===== src/rtl/lpi_pend_pkg.sv =====
package lpi_pend_pkg;

  typedef enum logic [2:0] {
    SEL_CTRL  = 3'd0,
    SEL_PROPS = 3'd1,
    SEL_BASE  = 3'd2,
    SEL_SET   = 3'd3,
    SEL_CLR   = 3'd4
  } reg_sel_e;

  typedef enum logic [1:0] {
    ST_IDLE   = 2'd0,
    ST_RDREQ  = 2'd1,
    ST_RDWAIT = 2'd2,
    ST_WRREQ  = 2'd3
  } rmw_state_e;

  typedef struct packed {
    logic capReq;
    logic capByte;
  } ctrl_strb_t;

endpackage


===== src/rtl/lpi_pend_dp.sv =====
module lpi_pend_dp
  import lpi_pend_pkg::*;
#(
  parameter int AddrW     = 52,
  parameter int BaseLsb   = 16,
  parameter int DataW     = 64,
  parameter int IdW       = 32,
  parameter int MaxIdBits = 15,
  parameter int FirstId   = 8192
) (
  input  logic             clk,
  input  logic             rstN,
  input  logic             regWrEn,
  input  logic [2:0]       regWrSel,
  input  logic [DataW-1:0] regWrData,
  input  logic [2:0]       regRdSel,
  output logic [DataW-1:0] regRdData,
  input  logic             ackValid,
  input  logic [IdW-1:0]   ackId,
  input  ctrl_strb_t       strb,
  input  logic             memReqValid,
  input  logic             memReqWrite,
  input  logic [7:0]       memRespData,
  output logic             startReq,
  output logic             reqOk,
  output logic             needWrite,
  output logic [AddrW-1:0] memReqAddr,
  output logic [7:0]       memReqWdata
);

  localparam int BaseW = AddrW - BaseLsb;

  logic             enableQ;
  logic [4:0]       idBitsQ;
  logic [BaseW-1:0] pendBaseQ;
  logic [IdW-1:0]   reqIdQ;
  logic             reqSetQ;
  logic [7:0]       wrByteQ;

  logic [IdW-1:0]   inId;
  logic             inSet;
  logic             cmdWr;
  logic [IdW:0]     largestId;
  logic [7:0]       bitMask;
  logic             bitVal;

  assign cmdWr    = regWrEn && (regWrSel == SEL_SET || regWrSel == SEL_CLR);
  assign startReq = ackValid || cmdWr;
  assign inId     = ackValid ? ackId : regWrData[IdW-1:0];
  assign inSet    = !ackValid && (regWrSel == SEL_SET);

  assign largestId = ((IdW+1)'(1) << (6'(idBitsQ) + 6'd1)) - (IdW+1)'(1);

  assign reqOk = enableQ && (inId >= IdW'(FirstId)) && ({1'b0, inId} <= largestId);

  assign bitMask   = 8'(1) << reqIdQ[2:0];
  assign bitVal    = |(memRespData & bitMask);
  assign needWrite = reqSetQ ? !bitVal : bitVal;

  always_ff @(posedge clk or negedge rstN) begin
    if (!rstN) begin
      enableQ   <= 1'b0;
      idBitsQ   <= '0;
      pendBaseQ <= '0;
    end else if (regWrEn) begin
      case (regWrSel)
        SEL_CTRL:  enableQ <= regWrData[0];
        SEL_PROPS: idBitsQ <= (regWrData[4:0] > 5'(MaxIdBits)) ? 5'(MaxIdBits) : regWrData[4:0];
        SEL_BASE:  pendBaseQ <= regWrData[AddrW-1:BaseLsb];
        default: ;
      endcase
    end
  end

  always_ff @(posedge clk or negedge rstN) begin
    if (!rstN) begin
      reqIdQ  <= '0;
      reqSetQ <= 1'b0;
      wrByteQ <= '0;
    end else begin
      if (strb.capReq) begin
        reqIdQ  <= inId;
        reqSetQ <= inSet;
      end
      if (strb.capByte) begin
        wrByteQ <= reqSetQ ? (memRespData | bitMask) : (memRespData & ~bitMask);
      end
    end
  end

  assign memReqAddr  = {pendBaseQ, BaseLsb'(0)} + AddrW'(reqIdQ >> 3);
  assign memReqWdata = wrByteQ;

  always_comb begin
    regRdData = '0;
    case (regRdSel)
      SEL_CTRL:  regRdData = DataW'(enableQ);
      SEL_PROPS: regRdData = DataW'(idBitsQ);
      SEL_BASE:  regRdData = DataW'({pendBaseQ, BaseLsb'(0)});
      default:   regRdData = '0;
    endcase
  end

  AST_WDATA_BIT: assert property (@(posedge clk) disable iff (!rstN)
    (memReqValid && memReqWrite) |-> (memReqWdata[reqIdQ[2:0]] == reqSetQ));
  AST_DISABLED_DROP: assert property (@(posedge clk) disable iff (!rstN)
    (startReq && !enableQ) |-> !strb.capReq);

endmodule


===== src/rtl/lpi_pend_ctrl.sv =====
module lpi_pend_ctrl
  import lpi_pend_pkg::*;
(
  input  logic       clk,
  input  logic       rstN,
  input  logic       startReq,
  input  logic       reqOk,
  input  logic       needWrite,
  input  logic       memReqReady,
  input  logic       memRespValid,
  output ctrl_strb_t strb,
  output logic       busy,
  output logic       memReqValid,
  output logic       memReqWrite,
  output logic       updatePulse
);

  rmw_state_e stateQ, stateD;
  logic       updD;

  always_comb begin
    stateD       = stateQ;
    strb.capReq  = 1'b0;
    strb.capByte = 1'b0;
    updD         = 1'b0;
    case (stateQ)
      ST_IDLE: begin
        if (startReq && reqOk) begin
          strb.capReq = 1'b1;
          stateD      = ST_RDREQ;
        end
      end
      ST_RDREQ: begin
        if (memReqReady) stateD = ST_RDWAIT;
      end
      ST_RDWAIT: begin
        if (memRespValid) begin
          strb.capByte = 1'b1;
          stateD       = needWrite ? ST_WRREQ : ST_IDLE;
        end
      end
      ST_WRREQ: begin
        if (memReqReady) begin
          updD   = 1'b1;
          stateD = ST_IDLE;
        end
      end
      default: stateD = ST_IDLE;
    endcase
  end

  always_ff @(posedge clk or negedge rstN) begin
    if (!rstN) begin
      stateQ      <= ST_IDLE;
      updatePulse <= 1'b0;
    end else begin
      stateQ      <= stateD;
      updatePulse <= updD;
    end
  end

  assign busy        = (stateQ != ST_IDLE);
  assign memReqValid = (stateQ == ST_RDREQ) || (stateQ == ST_WRREQ);
  assign memReqWrite = (stateQ == ST_WRREQ);

  AST_IDLE_NO_MEM: assert property (@(posedge clk) disable iff (!rstN)
    !busy |-> !memReqValid);
  AST_UPD_SINGLE: assert property (@(posedge clk) disable iff (!rstN)
    updatePulse |=> !updatePulse);
  AST_UPD_AFTER_WRITE: assert property (@(posedge clk) disable iff (!rstN)
    (memReqValid && memReqWrite && memReqReady) |=> updatePulse);
  AST_REQ_HOLD: assert property (@(posedge clk) disable iff (!rstN)
    (memReqValid && !memReqReady) |=> (memReqValid && $stable(memReqWrite)));

endmodule


===== src/rtl/lpi_pend_engine.sv =====
module lpi_pend_engine
  import lpi_pend_pkg::*;
#(
  parameter int AddrW     = 52,
  parameter int BaseLsb   = 16,
  parameter int DataW     = 64,
  parameter int IdW       = 32,
  parameter int MaxIdBits = 15,
  parameter int FirstId   = 8192
) (
  input  logic             clk,
  input  logic             rstN,
  input  logic             regWrEn,
  input  logic [2:0]       regWrSel,
  input  logic [DataW-1:0] regWrData,
  input  logic [2:0]       regRdSel,
  output logic [DataW-1:0] regRdData,
  input  logic             ackValid,
  input  logic [IdW-1:0]   ackId,
  output logic             memReqValid,
  input  logic             memReqReady,
  output logic             memReqWrite,
  output logic [AddrW-1:0] memReqAddr,
  output logic [7:0]       memReqWdata,
  input  logic             memRespValid,
  input  logic [7:0]       memRespData,
  output logic             busy,
  output logic             updatePulse
);

  ctrl_strb_t strb;
  logic       startReq;
  logic       reqOk;
  logic       needWrite;

  lpi_pend_ctrl ctrl_i (
    .clk          (clk),
    .rstN         (rstN),
    .startReq     (startReq),
    .reqOk        (reqOk),
    .needWrite    (needWrite),
    .memReqReady  (memReqReady),
    .memRespValid (memRespValid),
    .strb         (strb),
    .busy         (busy),
    .memReqValid  (memReqValid),
    .memReqWrite  (memReqWrite),
    .updatePulse  (updatePulse)
  );

  lpi_pend_dp #(
    .AddrW(AddrW), .BaseLsb(BaseLsb), .DataW(DataW),
    .IdW(IdW), .MaxIdBits(MaxIdBits), .FirstId(FirstId)
  ) dp_i (
    .clk         (clk),
    .rstN        (rstN),
    .regWrEn     (regWrEn),
    .regWrSel    (regWrSel),
    .regWrData   (regWrData),
    .regRdSel    (regRdSel),
    .regRdData   (regRdData),
    .ackValid    (ackValid),
    .ackId       (ackId),
    .strb        (strb),
    .memReqValid (memReqValid),
    .memReqWrite (memReqWrite),
    .memRespData (memRespData),
    .startReq    (startReq),
    .reqOk       (reqOk),
    .needWrite   (needWrite),
    .memReqAddr  (memReqAddr),
    .memReqWdata (memReqWdata)
  );

  AST_ADDR_HOLD: assert property (@(posedge clk) disable iff (!rstN)
    (memReqValid && !memReqReady) |=> ($stable(memReqAddr) && $stable(memReqWdata)));

endmodule


===== config.mk =====
export PLATFORM = sky130hd
export DESIGN_NAME = lpi_pend_engine
export DESIGN_NICKNAME = d
export VERILOG_FILES = /design/src/rtl/lpi_pend_pkg.sv /design/src/rtl/lpi_pend_dp.sv /design/src/rtl/lpi_pend_ctrl.sv /design/src/rtl/lpi_pend_engine.sv
export SDC_FILE = /design/constraint.sdc
export NUM_CORES = 1
export LEC_CHECK = 0
export ABC_AREA = 1
export BUFFER_PORTS_ARGS = -buffer_cell sky130_fd_sc_hd__buf_2
export CAP_MARGIN = 40
export CORE_MARGIN = 2
export CORE_UTILIZATION = 40
export CTS_CLUSTER_DIAMETER = 60
export CTS_CLUSTER_SIZE = 8
export DETAILED_ROUTE_END_ITERATION = 16
export PLACE_DENSITY = 0.66
export SLEW_MARGIN = 10
export SYNTH_ARGS = -nofsm -noshare
export SYNTH_HDL_FRONTEND = slang
export SYNTH_SLANG_ARGS = --single-unit

===== constraint.sdc =====
create_clock -name clk -period 3.98 [get_ports clk]
set_input_delay 0.597 -clock clk [delete_from_list [all_inputs] [get_ports clk]]
set_output_delay 0.597 -clock clk [all_outputs]
set_load 0.005 [all_outputs]

==> results.md, run 1 <==
- Outcome: finished, final reports clean
- Row count: 48
- Initial drt markers: 423
- WS Path Type: reg2reg
- Synth-to-Final Area Change: 32.5%
- Crit-path max FO: 8
- Clk sinks: 86
- GRT Residual Overflow: 0
- Met3 routed WL: 1190 µm
- Ranking of synthesized cells by area: dfrtp_1, nand2_1, ha_1
- Final Util: 54.4%
- Top-count cell post-synth: nand2_1
- Met2 wire len: 10900 µm
- CP Launch Type: flop
- Chip height: 137 µm
- WL met1: 9560 µm
- Gpl congestion: 0.910
- Clock share of power: about 16%
- Vias in the first global route: 6522
- LEAKAGE: a little over 5 nW
- Worst hold path type: in2async
- Final nets: 1428
- CTS buffer count: 9
- Pwr Density: 515 mW/mm²
- Max stage delay on crit path: roughly 0.46 ns
- Yosys warning count: 0
- Max Used Layer: met4
- Port bufs: 208
- Syn Inst Count: 1007
- Main synth FF type: dfrtp_1
- Internal: 2.77 mW
- Clock Skew: 0.00449 ns
- Global Route Usage Sum: 21.8%
- Comb pwr share: 55.9%
- Seq cells post-synth: 86
- Sequential power share: 28.0%
- Slew @ Worst Pin: approximately 0.86 ns
- Io pins: 244
- Power Total: roughly 4.9 mW
- Drt drc: 0
- Fraction of layout cells with a size suffix above 1: 33.0%
- CORE AREA: 0.0174 mm²
- Critical-path top delay cell: dfrtp_2
- Crit share post-route: 97.0%
- Largest net degree at the start of global routing: 50
- Synth area leader: dfrtp_1
- Finish-stage setup viols: 0
- Htree depth: 3
- Starting density of the core: 41.0%
- CTS tree: done
- RSZ-0062 raised after global routing: true
- Data required time of the critical path: 4.26 ns
- Max Buffers Root-to-Sink: 2
- Switching Power: 2.09 mW
- Clk slew on worst S/H paths: around 0.06 ns
- Synthesized area per cell: around 7.1 µm²
- Sw Ratio: between 40% and 50%
- Wire length per cell: 14.8 µm
- DP HPWL: 17000 µm
- Synth async-reset ratio: 100%
- First-pass GRT wire length: 32500 µm
- Routed WL: ~22000 µm
- Crit end category: flop
- Initial DRT Pass Iterations: 5
- Worst VDD drop: about 240 µV
- DR vias: 7398
- Die X: 137 µm
- Slew Limit Fails: 0
- Top post-synthesis cells by count: nand2_1, nor2_1, inv_1
- Cell Area, Synth: 0.00712 mm²
- Initial antenna violation count: 0
- Worst Reg-to-Reg Cells: 34
- Number of enable flip-flop cells after synthesis: 0
- Most used cell, CP: nand2_1
- Final min period: 3.86 ns
- CTS root buf: clkbuf_16
- Fmax: 259 MHz
- Die area: 0.0189 mm²
- Post-synthesis sequential area ratio: 30.2%
- Yosys cell types: 44
- Max cap viols: 0
- Final Hold Viols: 0
- Clk Latency, worst-skew pair: ~0.35 ns
- Arr. time, crit path: 4.15 ns
- Remaining antenna violation count after routing: 0
- Via density: around 4.9
- Ant diodes: 0
- Top cell type's share of synthesized area: between 30% and 40%
- Relative slew slack: 42.9%
-- state kept, by name, summed over array words and instances (netlist names) --
| signal | count |
|---|---|
| dp_i.memReqWdata | 8 |
| dp_i.idBitsQ | 5 |
| ctrl_i.stateQ | 2 |
| dp_i.reqIdQ | 32 |
| dp_i.reqSetQ | 1 |
| dp_i.enableQ | 1 |
| ctrl_i.updatePulse | 1 |
| dp_i.pendBaseQ | 36 |
-- logic make-up after synthesis --
| family | count (synthesis) | synth area share [%] |
|---|---|---|
| xor gates and xnor gates | 49 | 6.02 |
| muxes | 14 | 2.21 |
| adders and majority gates | 47 | 8.36 |
| buffers and inverters | 188 | 12.8 |
| AOI/OAI and AO/OA | 172 | 13.1 |
| DFF | 86 | 30.2 |
| other | 2 | 0.105 |
| and+or+nand+nor | 449 | 27.2 |
-- stage by stage --
step / setup slack, ns / cells / setup TNS [ns] / hold slack [ns] / area [µm²]
2_1_floorplan: 0.333 / 1030 / 0 / 0.301 / 7210
3_5_place_dp: -0.0218 / 1450 / -0.0218 / 0.479 / 8560
5_1_grt: -0.212 / 1495 / -6.18 / 0.154 / 9440
4_1_cts: 0.0333 / 1466 / 0 / 0.134 / 8840
6_report: 0.119 / 1495 / 0 / 0.133 / 9440
3_3_place_gp: -0.124 / 1448 / -2.13 / 0.472 / 8520
-- path summary, 6_finish.rpt --
| check | start | endpoint | slack, ns |
|---|---|---|---|
| max in group asynchronous | rstN | dp_i.pendBaseQ[23]$_DFFE_PN0P_ | 3.01 |
| worst min-delay path | rstN | dp_i.memReqWdata[6]$_DFFE_PN0P_ | 0.13 |
| min in group clk | memReqReady | ctrl_i.updatePulse$_DFF_PN0_ | 0.47 |
| worst max register to register | dp_i.idBitsQ[0]$_DFFE_PN0P_ | dp_i.reqIdQ[11]$_DFFE_PN0P_ | 0.12 |
| worst min register to register | dp_i.reqIdQ[16]$_DFFE_PN0P_ | dp_i.reqIdQ[16]$_DFFE_PN0P_ | 0.47 |
| worst max-delay path | dp_i.idBitsQ[0]$_DFFE_PN0P_ | dp_i.reqIdQ[11]$_DFFE_PN0P_ | 0.12 |
-- area by class of cell --
type	instances	area, µm²
Clock buffer	11	233
Multi-Input combinational cell	757	4440
Clock inverter	5	35.0
Fill cell	1689	7920
Sequential cell	86	2160
Tap cell	225	282
Inverter	115	434
Timing Repair Buffer	296	1860
-- placed cells by master (no fill, tap or decap), types with 3 or more instances in the layout --
master	instances
nor4_1	10
inv_2	8
nand4_1	10
nand2_4	8
xnor2_1	12
o21ai_1	10
nand3_2	4
nand2_1	211
a31oi_1	3
buf_4	74
nand2_2	32
nor2_1	105
o21ai_0	79
xor2_1	35
dfrtp_2	3
mux2_2	14
nor2_2	7
buf_2	207
clkbuf_16	12
nor3_2	4
inv_1	106
nor2_4	8
dfrtp_1	83
buf_12	5
conb_1	25
nor3_1	13
ha_1	45
nand3_1	21
o21a_1	6
o211ai_1	9
buf_6	6
a21oi_1	49
o21ai_2	5
nand3b_1	5
-- per-layer routing --
metal / GRT usage, % / vias up
met1: 28.4 / 3419
met4: 6.76 / 0
met3: 2.87 / 37
li1: - / 3718
met2: 37.6 / 224
met5: 0 / -
-- what timing repair did --
action / 4_1_cts / 5_1_grt
hold buffers: 0 / 0
hold endpoints to repair: 0 / 0
setup endpoints to repair: 6 / 41
pin swaps: 0 / 35
gates cloned: 0 / 7
resized for setup: 3 / 89
buffers inserted: 0 / 22
-- power groups by stage --
stage	Clock (mW)	Combinational [mW]	Sequential [mW]
final	0.783	2.72	1.36
after detailed placement	0	2.45	1.36
after global routing	0.832	3.05	1.40
after global placement	0	2.40	1.36
after CTS	0.803	2.47	1.35
after floorplan	0	1.66	1.32
-- worst max-delay path, delay by kind of cell (launching register included) --
kind                       cells  cell delay (ns)
AOI/OAI and AO/OA              2             0.20
DFF                            1             0.46
and+or+nand+nor               25             2.07
xor gates and xnor gates       1             0.17
buffers and inverters          5             0.55
adders and majority gates      1             0.34
Power figures use the tool's default switching activity.
==> run 2, diff against run 1 <==
--- a/config.mk
+++ b/config.mk
@@ -8,6 +8,7 @@
 export ABC_AREA = 1
 export BUFFER_PORTS_ARGS = -buffer_cell sky130_fd_sc_hd__buf_2
 export CAP_MARGIN = 40
+export CORE_ASPECT_RATIO = 0.5
 export CORE_MARGIN = 2
 export CORE_UTILIZATION = 40
 export CTS_CLUSTER_DIAMETER = 60
==> run 2 against run 1 <==
Net effect: combinational power increased by 5%; critical endpoint is now dp_i.reqIdQ[7]$_DFFE_PN0P_; setup slack got worse by 0.0057 ns; clock skew increased by 0.0062 ns; critical path type unchanged; first-iteration DRC count decreased by 9.7%; core utilization increased by 1.5 points; clock power increased by 8.8%; maximum frequency decreased by 0.15%; largest cell class unchanged.
==> results.md, run 2 (synthesis gave the netlist of run 1 again) <==
- Relative slew slack: 43.7% (was 42.9%)
- Fmax: 259 MHz (about the same)
- Port bufs: 208 (unchanged)
- Post-CTS Hold Buffers: 0 (unchanged)
- Sequential power share: 26.9% (was 28.0%)
- Most frequent cells in the layout: nand2_1, buf_2, buf_4, nor2_1, inv_1 (was nand2_1, buf_2, inv_1, nor2_1, dfrtp_1)
- DP HPWL: 17400 µm (was 17000 µm)
- Initial drt markers: 382 (was 423)
- Finish-stage setup viols: 0 (unchanged)
- Crit-path max FO: 7 (was 8)
- CTS tree: done (unchanged)
- Row count: 34 (was 48)
- Slew @ Worst Pin: 0.844 ns (was 0.857 ns)
- Largest register FFs: 36 (unchanged)
- Max Buffers Root-to-Sink: 2 (unchanged)
- Max cap viols: 0 (unchanged)
- Slew Limit Fails: 0 (unchanged)
- Synth-to-Final Area Change: 36.6% (was 32.5%)
- WS Path Type: reg2reg (unchanged)
- Vias in the first global route: 7109 (was 6522)
- Starting density of the core: 40.9% (was 41.0%)
- DR vias: 7566 (was 7398)
- Ant diodes: 0 (unchanged)
- Via density: 4.89 (was 4.95)
- LEAKAGE: 5.39 nW (was 5.17 nW)
- Final min period: 3.87 ns (was 3.86 ns)
- Fraction of layout cells with a size suffix above 1: 35.3% (was 33.0%)
- GRT Residual Overflow: 0 (unchanged)
- Io pins: 244 (unchanged)
- Critical-path top delay cell: dfrtp_1 (was dfrtp_2)
- Global Route Usage Sum: 22.6% (was 21.8%)
- Worst path bufs/invs: 5 (unchanged)
- Chip height: 98.4 µm (was 137 µm)
- Worst hold path type: in2async (unchanged)
- Clock Skew: 0.0107 ns (was 0.00449 ns)
- CTS buffer count: 9 (unchanged)
- Placed cell count: 1499 (was 1450)
- Comb pwr share: 56.3% (was 55.9%)
- Htree depth: 3 (unchanged)
- Die X: 193 µm (was 137 µm)
- CORE AREA: 0.0174 mm² (about the same)
- Pwr Density: 521 mW/mm² (was 515 mW/mm²)
- CP top delay family: simple AND/OR/NAND/NOR gates (unchanged)
- RSZ-0062 raised after global routing: true (unchanged)
- Outcome: finished, final reports clean (unchanged)
- Sw Ratio: 43.3% (was 43.0%)
- Drt drc: 0 (unchanged)
- Final Hold Viols: 0 (unchanged)
- Clk Latency, worst-skew pair: 0.35 ns (about the same)
- Layout Cells excl Fill: 1546 (was 1495)
- Worst VDD drop: 226 µV (was 243 µV)
- CP Launch Type: flop (unchanged)
- CTS root buf: clkbuf_16 (unchanged)
- Setup TNS: 0 ns (unchanged)
- Crit end category: flop (unchanged)
- First-pass GRT wire length: 34400 µm (was 32500 µm)
- Most common cell after layout, fill and taps aside: nand2_1 (unchanged)
- Remaining antenna violation count after routing: 0 (unchanged)
- Max stage delay on crit path: 0.43 ns (was 0.46 ns)
- Power Total: 5.07 mW (was 4.86 mW)
- Clk sinks: 86 (unchanged)
- Wire length per cell: 14.8 µm (about the same)
- Final nets: 1470 (was 1428)
- Gpl congestion: 0.944 (was 0.910)
- Arr. time, crit path: 4.09 ns (was 4.15 ns)
- Data required time of the critical path: 4.21 ns (was 4.26 ns)
- Die area: 0.0190 mm² (was 0.0189 mm²)
- Most used cell, CP: nand2_1 (unchanged)
- Initial DRT Pass Iterations: 5 (unchanged)
- Largest net degree at the start of global routing: 59 (was 50)
- Clk slew on worst S/H paths: 0.07 ns (was 0.06 ns)
- Switching Power: 2.19 mW (was 2.09 mW)
- Internal: 2.88 mW (was 2.77 mW)
- Initial antenna violation count: 0 (unchanged)
- Top reg by flops: dp_i.pendBaseQ (unchanged)
- Crit share post-route: 97.2% (was 97.0%)
- Clock share of power: 16.8% (was 16.1%)
- Routed WL: 22900 µm (was 22100 µm)
[run 2: area by class of cell]
type / count / area (µm²)
Clock inverter: 6 / 55.1
Clock buffer: 10 / 239
Fill cell: 1641 / 7670
Inverter: 115 / 432
Tap cell: 234 / 293
Timing Repair Buffer: 339 / 2160
Multi-Input combinational cell: 756 / 4400
Sequential cell: 86 / 2150
[run 2: worst paths after layout]
path | cells past startpoint | slack (ns) | startpoint | to
min in group clk | 3 | 0.48 | memReqReady | ctrl_i.updatePulse$_DFF_PN0_
hold reg to reg | 2 | 0.48 | dp_i.reqIdQ[9]$_DFFE_PN0P_ | dp_i.reqIdQ[9]$_DFFE_PN0P_
hold / removal | 1 | 0.32 | rstN | dp_i.memReqWdata[1]$_DFFE_PN0P_
setup / recovery | 34 | 0.11 | dp_i.idBitsQ[0]$_DFFE_PN0P_ | dp_i.reqIdQ[7]$_DFFE_PN0P_
max in group asynchronous | 2 | 2.76 | rstN | dp_i.pendBaseQ[16]$_DFFE_PN0P_
setup reg to reg | 34 | 0.11 | dp_i.idBitsQ[0]$_DFFE_PN0P_ | dp_i.reqIdQ[7]$_DFFE_PN0P_
[run 2: timing repair]
action	4_1_cts	5_1_grt
buffers inserted	1	25
gates resized for setup	6	91
pin swaps	1	40
gates cloned	0	5
setup endpoints to repair	36	41
[run 2: power by group through the flow]
stage               combinational [mW]  sequential (mW)  clock (mW)
floorplan                         1.66             1.32           0
global placement                  2.47             1.36           0
detailed placement                2.54             1.37           0
CTS                               2.58             1.36       0.872
global route                      3.18             1.41       0.905
finish                            2.85             1.36       0.852
[run 2: through the flow]
step | worst slack, ns | utilization, % | hold WS, ns | area (µm²)
after floorplan | 0.333 | - | 0.301 | 7210
after global placement | -0.280 | 50.7 | 0.471 | 8820
after detailed placement | -0.174 | 50.9 | 0.476 | 8850
after CTS | 0.0528 | 52.8 | 0.351 | 9200
after global routing | -0.208 | 55.9 | 0.381 | 9730
final | 0.113 | 55.9 | 0.323 | 9730
[run 2: per-layer routing]
metal | GRT usage (%) | routed length, µm | share of wire [%] | up-vias
met2 | 38.2 | 10500 | 46 | 222
met4 | 5.46 | 345 | 1.5 | 0
met1 | 30.0 | 10800 | 47 | 3514
met3 | 4.03 | 1270 | 5.5 | 31
met5 | 0 | 0 | 0 | -
li1 | - | - | - | 3799
[run 2: worst reg2reg max path, delay by kind of cell (launching register included)]
kind | cells | cell delay [ns]
buffers and inverters | 5 | 0.64
AND/OR/NAND/NOR | 25 | 1.87
adder cells (fa/ha/maj) | 2 | 0.51
XOR/XNOR | 1 | 0.14
AO/OA/AOI/OAI | 1 | 0.18
flip-flops | 1 | 0.43
